File: src/rtl/sramc_pkg.sv
// Shared types and helpers for the page-mode static memory controller.
// Assumes clock periods and access times are given in whole nanoseconds.
package sramc_pkg;

    typedef enum logic [2:0] {
        ST_IDLE   = 3'd0,
        ST_READ   = 3'd1,
        ST_WSET   = 3'd2,
        ST_WPULSE = 3'd3,
        ST_WHOLD  = 3'd4
    } sramc_state_e;

    // Round an access time up to whole clock cycles, never below one.
    function automatic int unsigned ns_to_cycles(input int unsigned ns,
                                                 input int unsigned period);
        int unsigned c;
        c = (ns + period - 1) / period;
        return (c == 0) ? 1 : c;
    endfunction

endpackage

File: src/rtl/sramc_wait_cnt.sv
// Loadable down-counter that times a memory access phase.
// Assumes load values lie between 1 and MAX_VAL; last flags the final cycle.
module sramc_wait_cnt #(
    parameter int unsigned MAX_VAL = 4,
    localparam int unsigned CNT_W  = $clog2(MAX_VAL + 1)
) (
    input  logic             clk,
    input  logic             rst_n,
    input  logic             load,
    input  logic [CNT_W-1:0] load_val,
    output logic             last
);

    logic [CNT_W-1:0] cnt_q;

    // Load a new wait or count down to zero.
    always_ff @(posedge clk) begin
        if (!rst_n)              cnt_q <= '0;
        else if (load)           cnt_q <= load_val;
        else if (cnt_q != '0)    cnt_q <= cnt_q - 1'b1;
    end

    assign last = (cnt_q == CNT_W'(1));

    p_cnt_bound_r2: assert property (@(posedge clk) disable iff (!rst_n)
        cnt_q <= CNT_W'(MAX_VAL));

endmodule

File: src/rtl/sramc_page_track.sv
// Remembers the page left open by the last read and reports hits.
// Assumes the caller clears it on writes and on reads to another page.
module sramc_page_track #(
    parameter int unsigned TAG_W = 4
) (
    input  logic             clk,
    input  logic             rst_n,
    input  logic [TAG_W-1:0] look_tag,
    input  logic             clear,
    input  logic             open,
    input  logic [TAG_W-1:0] open_tag,
    output logic             hit
);

    logic             valid_q;
    logic [TAG_W-1:0] tag_q;

    // Record or forget the open page.
    always_ff @(posedge clk) begin
        if (!rst_n) begin
            valid_q <= 1'b0;
            tag_q   <= '0;
        end else if (open) begin
            valid_q <= 1'b1;
            tag_q   <= open_tag;
        end else if (clear) begin
            valid_q <= 1'b0;
        end
    end

    assign hit = valid_q && (tag_q == look_tag);

endmodule

File: src/rtl/sramc_seq.sv
// Strobe sequencer: runs the read and write cycles on the memory pins.
// Assumes the wait counter is loaded by the top on acceptance and in WSET.
module sramc_seq
    import sramc_pkg::*;
#(
    parameter int unsigned ADDR_W = 12,
    parameter int unsigned DATA_W = 8
) (
    input  logic              clk,
    input  logic              rst_n,
    input  logic              req,
    input  logic              req_wr,
    input  logic [ADDR_W-1:0] req_addr,
    input  logic [DATA_W-1:0] req_wdata,
    input  logic              cnt_last,
    input  logic [DATA_W-1:0] mem_din,
    output logic              accept_rd,
    output logic              accept_wr,
    output logic              in_wset,
    output logic              read_done,
    output logic              ready,
    output logic [DATA_W-1:0] rdata,
    output logic [ADDR_W-1:0] mem_addr,
    output logic [DATA_W-1:0] mem_dout,
    output logic              mem_drive,
    output logic              mem_ce_n,
    output logic              mem_oe_n,
    output logic              mem_we_n
);

    sramc_state_e      state_q;
    logic              ready_q, drive_q, ce_n_q, oe_n_q, we_n_q;
    logic [ADDR_W-1:0] addr_q;
    logic [DATA_W-1:0] wdata_q, rdata_q;

    assign accept_rd = (state_q == ST_IDLE) && req && !req_wr;
    assign accept_wr = (state_q == ST_IDLE) && req &&  req_wr;
    assign in_wset   = (state_q == ST_WSET);
    assign read_done = (state_q == ST_READ) && cnt_last;

    // Step through the access phases and register every pin.
    always_ff @(posedge clk) begin
        if (!rst_n) begin
            state_q <= ST_IDLE;
            ready_q <= 1'b0;
            drive_q <= 1'b0;
            ce_n_q  <= 1'b1;
            oe_n_q  <= 1'b1;
            we_n_q  <= 1'b1;
            addr_q  <= '0;
            wdata_q <= '0;
            rdata_q <= '0;
        end else begin
            ready_q <= 1'b0;
            case (state_q)
                ST_IDLE: begin
                    if (req) begin
                        addr_q <= req_addr;
                        ce_n_q <= 1'b0;
                        if (req_wr) begin
                            oe_n_q  <= 1'b1;
                            wdata_q <= req_wdata;
                            state_q <= ST_WSET;
                        end else begin
                            oe_n_q  <= 1'b0;
                            state_q <= ST_READ;
                        end
                    end
                end
                ST_READ: begin
                    if (cnt_last) begin
                        rdata_q <= mem_din;
                        ready_q <= 1'b1;
                        state_q <= ST_IDLE;
                    end
                end
                ST_WSET: begin
                    we_n_q  <= 1'b0;
                    drive_q <= 1'b1;
                    state_q <= ST_WPULSE;
                end
                ST_WPULSE: begin
                    if (cnt_last) begin
                        we_n_q  <= 1'b1;
                        state_q <= ST_WHOLD;
                    end
                end
                ST_WHOLD: begin
                    drive_q <= 1'b0;
                    ce_n_q  <= 1'b1;
                    ready_q <= 1'b1;
                    state_q <= ST_IDLE;
                end
                default: state_q <= ST_IDLE;
            endcase
        end
    end

    assign ready     = ready_q;
    assign rdata     = rdata_q;
    assign mem_addr  = addr_q;
    assign mem_dout  = wdata_q;
    assign mem_drive = drive_q;
    assign mem_ce_n  = ce_n_q;
    assign mem_oe_n  = oe_n_q;
    assign mem_we_n  = we_n_q;

    p_no_contention_r7: assert property (@(posedge clk) disable iff (!rst_n)
        !(drive_q && !oe_n_q));
    p_turnaround_r7: assert property (@(posedge clk) disable iff (!rst_n)
        $rose(drive_q) |-> $past(oe_n_q));
    p_ready_pulse_r8: assert property (@(posedge clk) disable iff (!rst_n)
        ready_q |=> !ready_q);
    p_we_window_r6: assert property (@(posedge clk) disable iff (!rst_n)
        !we_n_q |-> (oe_n_q && drive_q && !ce_n_q));
    p_data_hold_r6: assert property (@(posedge clk) disable iff (!rst_n)
        $rose(we_n_q) |-> (drive_q && $stable(wdata_q)));
    p_rdata_hold_r9: assert property (@(posedge clk) disable iff (!rst_n)
        (state_q != ST_READ) |=> $stable(rdata_q));

endmodule

File: src/rtl/sramc_page_ctrl.sv
// Top of the page-mode asynchronous static memory controller.
// Assumes PAGE_WORDS is 256, 512 or 1024 and the requester holds req until accepted.
module sramc_page_ctrl
    import sramc_pkg::*;
#(
    parameter int unsigned ADDR_W     = 12,
    parameter int unsigned DATA_W     = 8,
    parameter int unsigned PAGE_WORDS = 256,
    parameter int unsigned CLK_NS     = 20,
    parameter int unsigned T_RAND_NS  = 70,
    parameter int unsigned T_PAGE_NS  = 30,
    parameter int unsigned WE_CYC     = 2
) (
    input  logic              clk,
    input  logic              rst_n,
    input  logic              req,
    input  logic              req_wr,
    input  logic [ADDR_W-1:0] req_addr,
    input  logic [DATA_W-1:0] req_wdata,
    output logic              ready,
    output logic [DATA_W-1:0] rdata,
    output logic [ADDR_W-1:0] mem_addr,
    output logic [DATA_W-1:0] mem_dout,
    input  logic [DATA_W-1:0] mem_din,
    output logic              mem_drive,
    output logic              mem_ce_n,
    output logic              mem_oe_n,
    output logic              mem_we_n
);

    localparam int unsigned OFFS_W   = $clog2(PAGE_WORDS);
    localparam int unsigned TAG_W    = ADDR_W - OFFS_W;
    localparam int unsigned RAND_CYC = ns_to_cycles(T_RAND_NS, CLK_NS);
    localparam int unsigned PAGE_CYC = ns_to_cycles(T_PAGE_NS, CLK_NS);
    localparam int unsigned WE_LEN   = (WE_CYC == 0) ? 1 : WE_CYC;
    localparam int unsigned MAX_A    = (RAND_CYC > PAGE_CYC) ? RAND_CYC : PAGE_CYC;
    localparam int unsigned MAX_CYC  = (MAX_A > WE_LEN) ? MAX_A : WE_LEN;
    localparam int unsigned CNT_W    = $clog2(MAX_CYC + 1);

    logic             accept_rd, accept_wr, in_wset, read_done, cnt_last, hit;
    logic             cnt_load;
    logic [CNT_W-1:0] cnt_val;

    // Choose the wait for the phase that is starting.
    always_comb begin
        cnt_load = accept_rd || in_wset;
        if (in_wset)  cnt_val = CNT_W'(WE_LEN);
        else if (hit) cnt_val = CNT_W'(PAGE_CYC);
        else          cnt_val = CNT_W'(RAND_CYC);
    end

    sramc_page_track #(.TAG_W(TAG_W)) u_track (
        .clk      (clk),
        .rst_n    (rst_n),
        .look_tag (req_addr[ADDR_W-1:OFFS_W]),
        .clear    (accept_wr || (accept_rd && !hit)),
        .open     (read_done),
        .open_tag (mem_addr[ADDR_W-1:OFFS_W]),
        .hit      (hit)
    );

    sramc_wait_cnt #(.MAX_VAL(MAX_CYC)) u_cnt (
        .clk      (clk),
        .rst_n    (rst_n),
        .load     (cnt_load),
        .load_val (cnt_val),
        .last     (cnt_last)
    );

    sramc_seq #(.ADDR_W(ADDR_W), .DATA_W(DATA_W)) u_seq (
        .clk       (clk),
        .rst_n     (rst_n),
        .req       (req),
        .req_wr    (req_wr),
        .req_addr  (req_addr),
        .req_wdata (req_wdata),
        .cnt_last  (cnt_last),
        .mem_din   (mem_din),
        .accept_rd (accept_rd),
        .accept_wr (accept_wr),
        .in_wset   (in_wset),
        .read_done (read_done),
        .ready     (ready),
        .rdata     (rdata),
        .mem_addr  (mem_addr),
        .mem_dout  (mem_dout),
        .mem_drive (mem_drive),
        .mem_ce_n  (mem_ce_n),
        .mem_oe_n  (mem_oe_n),
        .mem_we_n  (mem_we_n)
    );

    // A page hit only starts while the bus is still held in read mode.
    p_hit_open_r3: assert property (@(posedge clk) disable iff (!rst_n)
        (accept_rd && hit) |-> (!mem_ce_n && !mem_oe_n));

endmodule

File: config.mk
export PLATFORM = sky130hd
export DESIGN_NAME = sramc_page_ctrl
export DESIGN_NICKNAME = d
export VERILOG_FILES = /design/src/rtl/sramc_pkg.sv /design/src/rtl/sramc_wait_cnt.sv /design/src/rtl/sramc_page_track.sv /design/src/rtl/sramc_seq.sv /design/src/rtl/sramc_page_ctrl.sv
export SDC_FILE = /design/constraint.sdc
export NUM_CORES = 1
export LEC_CHECK = 0
export CAP_MARGIN = 20
export CORE_AREA = 2 2 65 67
export DETAILED_ROUTE_END_ITERATION = 10
export DIE_AREA = 0 0 67 69
export PLACE_DENSITY = 0.83
export SLEW_MARGIN = 5
export SYNTH_ARGS = -nofsm -noshare
export SYNTH_HDL_FRONTEND = slang
export SYNTH_HIERARCHICAL = 1
export SYNTH_SLANG_ARGS = --single-unit
File: constraint.sdc
create_clock -name clk -period 3.7 [get_ports clk]
set_clock_uncertainty 0.05 [all_clocks]
set_input_delay 0.925 -clock clk [delete_from_list [all_inputs] [get_ports clk]]
set_output_delay 0.925 -clock clk [all_outputs]
set_load 0.02 [all_outputs]
## Word level (Yosys, flattened, before mapping)

Index checks and enable logic that the tools add are counted.

| word-level totals | value |
|---|---|
| bits in registers | 44 |
| bits of input ports | 32 |
| output and inout bits | 33 |
| word-level logic and storage cells | 64 |

| operators by class | value |
|---|---|
| add/sub/neg operators | 1 |
| equal/unequal tests | 9 |
| multiplexer cells | 19 |
| reduce and logical (&&, ||, !) cells | 23 |

Operator list:

| operator | number |
|---|---|
| two-way mux 3 bit | 7 |
| one-hot mux 3 bit (4 select lines) | 1 |
| nonzero test 2 bit | 5 |
| one-hot mux 1 bit (2 select lines) | 4 |
| AND reduction 2 bit | 4 |
| == test 3 x 1 -> 1 bit (second input constant) | 2 |
| == test 3 x 2 -> 1 bit (second input constant) | 2 |
| logical AND 1 bit | 6 |
| two-way mux 1 bit | 6 |
| AND reduction 3 bit | 2 |
| == test 4 bit | 1 |
| != test 2 x 1 -> 1 bit (second input constant) | 2 |
| == test 3 bit (second input constant) | 1 |
| logical NOT 3 bit | 1 |
| nonzero test 3 bit | 1 |
| subtractor 3 x 1 -> 3 bit (second input constant) | 1 |
| logical NOT 1 bit | 2 |
| logical OR 1 bit | 2 |
| two-way mux 2 bit | 1 |
| != test 2 bit (second input constant) | 1 |

## Logic depth before layout (Yosys ltp)

Gate-level depths: netlist (run 1).

| logic depth | value |
|---|---|
| depth after elaboration | 7 |
| gate-level depth with buffers | 8 |
| gate-level depth less buffers | 7 |

## By module

The synthesis (run 1) kept the hierarchy.

By module, submodules not included:

| module | times used | cells an instance | area each (um^2) | seq. area each (um^2) |
|---|---|---|---|---|
| sramc_seq | 1 | 153 | 1,347.5 | 720.7 |
| sramc_page_track | 1 | 22 | 237.7 | 100.1 |
| sramc_wait_cnt | 1 | 23 | 220.2 | 60.1 |
| sramc_page_ctrl | 1 | 6 | 28.8 | 0.0 |

## Least setup slack after synthesis (run 1)

OpenSTA, ideal clock, no wires.

| timing | value |
|---|---|
| path type | input -> register |
| start point | input port req |
| end point | register u_cnt.cnt_q[0] |
| library setup time | 0.112 ns |
| data arrival time | 2.330 ns |
| path slack | 1.208 ns |
| cell stages on the path | 7 |
| buffers on the path | 2 |
| cell sequence | or4b_1 > clkbuf_1 > buf_4 > nor2_1 > or2_1 > nor2b_1 > a2111oi_1 |

| between the ends | value |
|---|---|
| longest elaborated chain between the ends | 4 |

RTL lines:

| element | RTL line | source |
|---|---|---|
| start: declaration | sramc_page_ctrl.sv:16 | `input logic req,` |
| logical AND 1 bit (*) (2 in a row) | sramc_seq.sv:36 | `assign accept_rd = (state_q == ST_IDLE) && req && !req_wr;` |
| named net accept_rd | sramc_page_ctrl.sv:40 | `logic accept_rd, accept_wr, in_wset, read_done, cnt_last, hit;` |
| logical OR 1 bit (*) | sramc_page_ctrl.sv:46 | `cnt_load = accept_rd \|\| in_wset;` |
| named net cnt_load | sramc_page_ctrl.sv:41 | `logic cnt_load;` |
| two-way mux 3 bit / nonzero test 2 bit (equally long branches) | n/a |  |
| end signal: assignment | sramc_wait_cnt.sv:19 | `else if (load) cnt_q <= load_val;` |
| end signal: assignment | sramc_wait_cnt.sv:20 | `else if (cnt_q != '0) cnt_q <= cnt_q - 1'b1;` |
| end: declaration | sramc_wait_cnt.sv:14 | `logic [CNT_W-1:0] cnt_q;` |

The timed path passes the listed nets; every way through them passes the cells marked *.
A chain may end at the register's enable or synchronous reset.

## Worst setup path after layout (run 1)

| timing | value |
|---|---|
| start point | input port req |
| end point | register u_cnt.cnt_q[1] |

The elaborated chain is that of the path after synthesis.

==> summary.md, run 1 <==
| Metric | Value |
|---|---|
| # setup viols final | 0 |
| Status | finished clean |
| Initial antenna violation count | 0 |
| Via/cell ratio | 5.03 |
| Clk sinks | 44 |
| Critical path startpoint category | primary input |
| First-pass GRT wire length | 6710 um |
| Yosys cell types | 39 |
| # fillers | 327 |
| Global route total overflow | 0 |
| Crit path cell chain | clkdlybuf4s50_1 > or4b_1 > buf_4 > nor2_1 > or2_1 > nor2b_1 > a2111oi_1 |
| ANT cells | 0 |
| Clk slew on worst S/H paths | 0.08 ns |
| H-tree depth | 2 |
| Crit path required time | 3.82 ns |
| Pin count of the biggest net entering global routing | 28 |
| Cells after Synth | 204 |
| Multi-input gate area | 883 um2 |
| FF+latch count, synth | 44 |
| Sequential Area | 881 um2 |
| Iter 0 DRT Violations | 160 |
| Post-Syn Nets | 239 |
| Share of the yosys chip area belonging to registers | 0.480 |
| Via count | 1584 |
| Area Growth Syn to Fin | 42.3% |
| IO buf count | 64 |
| Max Root-Sink Buffers | 2 |
| Worst vdd ir | 0.000280 V |
| Cts hold-fix bufs | 0 |
| Setup Fix Bufs, Post-CTS | 0 |
| GP Congestion | 0.707 |
| Critical path arrival | 2.96 ns |
| Syn. warnings | 6 |
| I/O Pins | 65 |
| Syn Std Cell Area | 1830 um2 |
| Nets@finish | 299 |
| RSZ-0062 raised after global routing | false |
| Vias in the first global route | 1520 |
| Number of buffers created by CTS | 5 |
| Die Height | 69 um |
| Maxcap violations | 0 |
| Critical Path End Type | register |
| Commonest cells after routing, fill and taps aside | clkdlybuf4s50_1 (64), dfxtp_1 (44), nand2_1 (34), a21oi_1 (15), mux2i_1 (13) |
| Highest-delay cell along the critical path | clkdlybuf4s50_1 |
| Dpl hpwl | 2770 um |
| DR pass1 iterations | 4 |
| Die footprint | 4620 um2 |
| Final count of hold timing violations | 0 |
| HP Class | reg2reg |
| Worst r2r src | u_cnt/cnt_q[1]$_SDFFE_PN0P_ |
| Critical Path Fanout Max | 14 |
| All-layer global routing usage | 0.185 |
| Fraction of layout cells with a size suffix above 1 | 0.0566 |
| CP peak stage delay | 0.54 ns |
| Period utilization | 0.767 |
| Setup TNS | 0 ns |
| Leakage power | 0.951 nW |
| CTS tree | done |
| Min Tclk post-route | 2.84 ns |
| Initial Utilization | 0.469 |
| WHS Endpoint | u_seq/mem_dout[6]$_SDFFE_PN0P_ |
| DRC | 0 |
| Worst-Margin Slew | 1.09 ns |
| Max-slew headroom | 0.271 |
| F_max | 352 MHz |
| Routed Antenna Nets | 0 |
| # rows | 23 |
| R2R setup slack | 1.37 ns |
| Reg2Reg Depth | 6 |
| Slew Limit Fails | 0 |
| Cts repair resizes | 0 |
| Cell Pwr Density | 492 nW/um2 |
| Clk_lat worst skew | 0.29 ns |
| Syn Area/Cell | 8.99 um2 |
| Final wirelength | 4020 um |
| Core area | 3910 um2 |
| Setup CP Type | in2reg |
| Most common cell after layout, fill and taps aside | clkdlybuf4s50_1 |
| Drt wl/cell | 12.8 um |
| Die X | 67 um |
| Worst hold start | u_seq/mem_dout[6]$_SDFFE_PN0P_ |
| Hold Path Cell Cnt | 2 |
| Fin Hold WS | 0.407 ns |
| Root buffer cell | clkbuf_8 |
| FF-to-FF End | u_seq/rdata[0]$_SDFFE_PN0P_ |
-- per-layer routing --
metal  GRT usage  vias to the layer above  part of all wire
met2       0.309                       50              0.48
met4      0.0612                        0            0.0099
met1       0.223                      722              0.45
met5           0                        -                 0
li1            -                      806                 -
met3      0.0538                        6             0.063
-- cells in the mapped netlist --
| library cell | count | share of area |
|---|---|---|
| a2111oi_1 | 2 | 0.011 |
| a211o_1 | 1 | 0.0048 |
| a21o_1 | 1 | 0.0041 |
| a21oi_1 | 15 | 0.041 |
| a221o_1 | 1 | 0.0055 |
| a221oi_1 | 1 | 0.0048 |
| and2_1 | 1 | 0.0034 |
| and4_1 | 1 | 0.0048 |
| buf_1 | 1 | 0.0020 |
| buf_2 | 6 | 0.016 |
| buf_4 | 2 | 0.0082 |
| clkbuf_1 | 5 | 0.010 |
| conb_1 | 1 | 0.0020 |
| dfxtp_1 | 44 | 0.48 |
| ha_1 | 3 | 0.020 |
| inv_1 | 7 | 0.014 |
| mux2i_1 | 13 | 0.071 |
| nand2_1 | 34 | 0.070 |
| nand2b_1 | 3 | 0.010 |
| nand4_1 | 8 | 0.027 |
| nor2_1 | 11 | 0.023 |
| nor2b_1 | 12 | 0.041 |
| nor2b_2 | 2 | 0.0096 |
| nor3_1 | 2 | 0.0055 |
| nor3b_1 | 1 | 0.0041 |
| nor4_2 | 1 | 0.0068 |
| nor4b_1 | 2 | 0.0096 |
| nor4b_2 | 1 | 0.0082 |
| nor4bb_1 | 1 | 0.0055 |
| o21a_1 | 1 | 0.0041 |
| o21ai_0 | 10 | 0.027 |
| o21bai_1 | 1 | 0.0041 |
| o22ai_1 | 1 | 0.0034 |
| o311a_1 | 1 | 0.0055 |
| or2_1 | 1 | 0.0034 |
| or2b_1 | 1 | 0.0041 |
| or4b_1 | 1 | 0.0055 |
| xnor2_1 | 1 | 0.0048 |
| xor2_1 | 3 | 0.014 |
-- metrics by stage --
step / worst slack (ns) / cells / power (mW) / area [um2] / util
6_report: 0.862 / 315 / 1.29 / 2610 / 0.667
4_1_cts: 0.859 / 315 / 1.29 / 2610 / 0.667
3_5_place_dp: 0.573 / 307 / 0.983 / 2520 / 0.643
5_1_grt: 0.703 / 315 / 1.36 / 2610 / 0.667
3_3_place_gp: 0.642 / 307 / 0.971 / 2520 / 0.643
2_1_floorplan: 1.21 / 204 / 0.828 / 1830 / -
-- worst max-delay path, delay by kind of cell --
kind	cells	cell delay, ns
simple gates	4	0.88
buf+inv	2	0.74
compound gates	1	0.40
-- registers in the layout (all words and copies together), names as in the netlist --
| name | count |
|---|---|
| u_seq/mem_addr | 12 |
| u_seq/mem_dout | 8 |
| u_seq/rdata | 8 |
| u_track/tag_q | 4 |
| u_cnt/cnt_q | 3 |
| u_seq/state_q | 3 |
| u_seq/mem_ce_n | 1 |
| u_seq/mem_drive | 1 |
| u_seq/mem_oe_n | 1 |
| u_seq/mem_we_n | 1 |
| u_seq/ready | 1 |
| u_track/valid_q | 1 |
-- report_power, final --
| group | leakage (nW) | switching (mW) | internal, mW | total [mW] |
|---|---|---|---|---|
| Combinational | 0.548 | 0.191 | 0.202 | 0.393 |
| Clock | 0.0445 | 0.159 | 0.152 | 0.311 |
| Sequential | 0.359 | 0.0516 | 0.530 | 0.582 |
| Total | 0.951 | 0.401 | 0.884 | 1.29 |
-- cell type report --
type,count,area share
Clock inverter,1,0.00288
Multi-Input combinational cell,139,0.338
Tap cell,50,0.0240
Inverter,7,0.0101
Timing Repair Buffer,67,0.254
Clock buffer,7,0.0331
Sequential cell,44,0.337
-- worst max path at each step --
stage / start / endpoint / slack [ns] / depth (start not counted)
floorplan: req / u_cnt/cnt_q[0]$_SDFFE_PN0P_ / 1.21 / 7
global placement: req / u_cnt/cnt_q[1]$_SDFFE_PN0P_ / 0.64 / 7
detailed placement: req / u_cnt/cnt_q[1]$_SDFFE_PN0P_ / 0.57 / 7
CTS: req / u_cnt/cnt_q[1]$_SDFFE_PN0P_ / 0.86 / 7
global route: req / u_cnt/cnt_q[0]$_SDFFE_PN0P_ / 0.70 / 7
finish: req / u_cnt/cnt_q[1]$_SDFFE_PN0P_ / 0.86 / 7
-- cell families (layout without fill, tap and decap cells) --
family	after synthesis	after routing	synth area share
other	1	1	0.00204
DFF	44	44	0.480
adders and majority gates	3	3	0.0205
xor gates and xnor gates	4	4	0.0191
muxes	13	13	0.0709
buffers and inverters	21	82	0.0512
and+or+nand+nor	83	83	0.241
AOI/OAI and AO/OA	35	35	0.115
Note: power is estimated with default switching activity, not from simulation.
==> inputs of run 2 (changes only) <==
Settings changed: CORE_AREA 2 2 65 67 to 2 2 71 73, DIE_AREA 0 0 67 69 to 0 0 73 75, PLACE_DENSITY 0.83 to 0.74.
Clock period 3.7 ns to 2.45 ns, I/O delays scaled along.
==> summary.md, run 2 (synthesis results as in run 1) <==
| Metric | Value |
|---|---|
| H-tree depth | 2 |
| Initial antenna violation count | 0 |
| Worst hold start | u_seq/mem_dout[3]$_SDFFE_PN0P_ |
| Pin count of the biggest net entering global routing | 22 |
| Worst r2r src | u_seq/state_q[2]$_SDFFE_PN0P_ |
| First-pass GRT wire length | 6820 um |
| Maxcap violations | 0 |
| Number of buffers created by CTS | 5 |
| Commonest cells after routing, fill and taps aside | clkdlybuf4s50_1 (64), dfxtp_1 (44), nand2_1 (34), a21oi_1 (15), mux2i_1 (13) |
| Leakage power | 0.983 nW |
| HP Class | reg2reg |
| FF-to-FF End | u_cnt/cnt_q[1]$_SDFFE_PN0P_ |
| # setup viols final | 0 |
| DRC | 0 |
| Power Total | 1.92 mW |
| Comb power frac | 0.323 |
| Cts repair resizes | 0 |
| IO buf count | 64 |
| # fillers | 431 |
| I/O Pins | 65 |
| WHS Endpoint | u_seq/mem_dout[3]$_SDFFE_PN0P_ |
| Critical Path End Type | register |
| Iter 0 DRT Violations | 96 |
| Global route total overflow | 0 |
| ANT cells | 0 |
| Routed Antenna Nets | 0 |
| Critical Path Fanout Max | 8 |
| Worst vdd ir | 0.000397 V |
| Final count of hold timing violations | 0 |
| Critical path startpoint category | primary input |
| Clk sinks | 44 |
| Internal power | 1.31 mW |
| R2R setup slack | 0.51 ns |
| Crit path cell chain | clkdlybuf4s50_1 > or4b_1 > nor2_1 > or2_4 > nor2b_1 > a2111oi_1 |
| # rows | 25 |
| Cell Pwr Density | 723 nW/um2 |
| Via/cell ratio | 4.90 |
| Core area | 4660 um2 |
| Fin area | 2660 um2 |
| F_max | 452 MHz |
| Die Height | 75 um |
| Net Sw Frac | 0.316 |
| Placed instance area | 2570 um2 |
| Min Tclk post-route | 2.21 ns |
| Max Root-Sink Buffers | 2 |
| Reg2Reg Depth | 5 |
| Highest-delay cell along the critical path | clkdlybuf4s50_1 |
| Critical path arrival | 2.34 ns |
| CP peak stage delay | 0.49 ns |
| Hold Path Cell Cnt | 2 |
| Via count | 1593 |
| Fraction of layout cells with a size suffix above 1 | 0.0849 |
| Sw Pwr | 607 uW |
| Dpl hpwl | 2900 um |
| CTS tree | done |
| Cts hold-fix bufs | 0 |
| Die X | 73 um |
| Final wirelength | 4060 um |
| Buf/Inv on CP | 1 |
| Area Growth Syn to Fin | 44.9% |
| Drt wl/cell | 12.5 um |
| Slew Limit Fails | 0 |
| GP Congestion | 0.743 |
| Status | finished clean |
| Root buffer cell | clkbuf_8 |
| Setup Fix Bufs, Post-CTS | 0 |
| Crit path required time | 2.57 ns |
| Clk slew on worst S/H paths | 0.08 ns |
| Nets@finish | 306 |
| Period utilization | 0.903 |
| DR pass1 iterations | 4 |
| Sequential share of power | 0.451 |
| Clock power share | 0.226 |
| CP delay by family, top | simple AND/OR/NAND/NOR gates |
| Max reg flops | 12 |
| Vias in the first global route | 1533 |
| RSZ-0062 raised after global routing | false |
| All-layer global routing usage | 0.161 |
| Clk_lat worst skew | 0.29 ns |
| Initial Utilization | 0.394 |
| Setup CP Type | in2reg |
| Die footprint | 5480 um2 |
| Most common cell after layout, fill and taps aside | clkdlybuf4s50_1 |
run 2: cell types whose count changed in the layout (fill, tap and decap cells not counted):
cell | before | now
or2_4 | 0 | 1
clkbuf_8 | 6 | 5
clkinv_2 | 0 | 1
clkbuf_1 | 1 | 0
buf_4 | 3 | 10
or2_1 | 1 | 0
run 2: worst min-delay path, cell delays in order, from the launching register on:
cell and delay [ns]:
dfxtp_1 0.31, nand2_1 0.05, o21ai_0 0.06
run 2: layer usage:
metal / part of all wire / vias to the layer above / global-route usage
met3: 0.049 / 5 / 0.0415
li1: - / 816 / -
met5: 0 / - / 0
met1: 0.47 / 728 / 0.204
met4: 0.012 / 0 / 0.0556
met2: 0.47 / 44 / 0.267
run 2: final cells by class:
type / instances / area [um2] / share of cell area
flip-flops and latches: 44 / 881 / 0.331
inverters: 7 / 26.3 / 0.00989
well taps: 54 / 67.6 / 0.0254
repair buffers: 74 / 716 / 0.269
multi-input cells: 139 / 886 / 0.333
clock buffers: 5 / 68.8 / 0.0259
clock inverters: 2 / 12.5 / 0.00471
run 2: worst max-delay path by stage:
stage,startpoint,slack (ns),depth (start not counted),end
2_1_floorplan,req,0.27,7,u_cnt/cnt_q[0]$_SDFFE_PN0P_
3_3_place_gp,req,-0.07,6,u_cnt/cnt_q[1]$_SDFFE_PN0P_
3_5_place_dp,req,-0.12,6,u_cnt/cnt_q[1]$_SDFFE_PN0P_
4_1_cts,req,0.16,6,u_cnt/cnt_q[1]$_SDFFE_PN0P_
5_1_grt,req,0.08,6,u_cnt/cnt_q[1]$_SDFFE_PN0P_
6_report,req,0.24,6,u_cnt/cnt_q[1]$_SDFFE_PN0P_
run 2: power by group through the flow:
stage	Combinational, mW	Clock (mW)	Sequential, mW
after floorplan	0.324	0	0.926
after global placement	0.610	0	0.881
after detailed placement	0.619	0	0.884
after CTS	0.622	0.449	0.868
after global routing	0.687	0.482	0.883
final	0.620	0.435	0.867
run 2: per-stage QoR:
step / setup TNS, ns / worst slack, ns / hold slack (ns) / std cells / utilization
after floorplan: 0 / 0.270 / 0.453 / 204 / -
after global placement: -0.151 / -0.0732 / 0.392 / 318 / 0.552
after detailed placement: -0.260 / -0.122 / 0.400 / 318 / 0.552
after CTS: 0 / 0.161 / 0.412 / 325 / 0.570
after global routing: 0 / 0.0844 / 0.429 / 325 / 0.570
final: 0 / 0.237 / 0.407 / 325 / 0.570
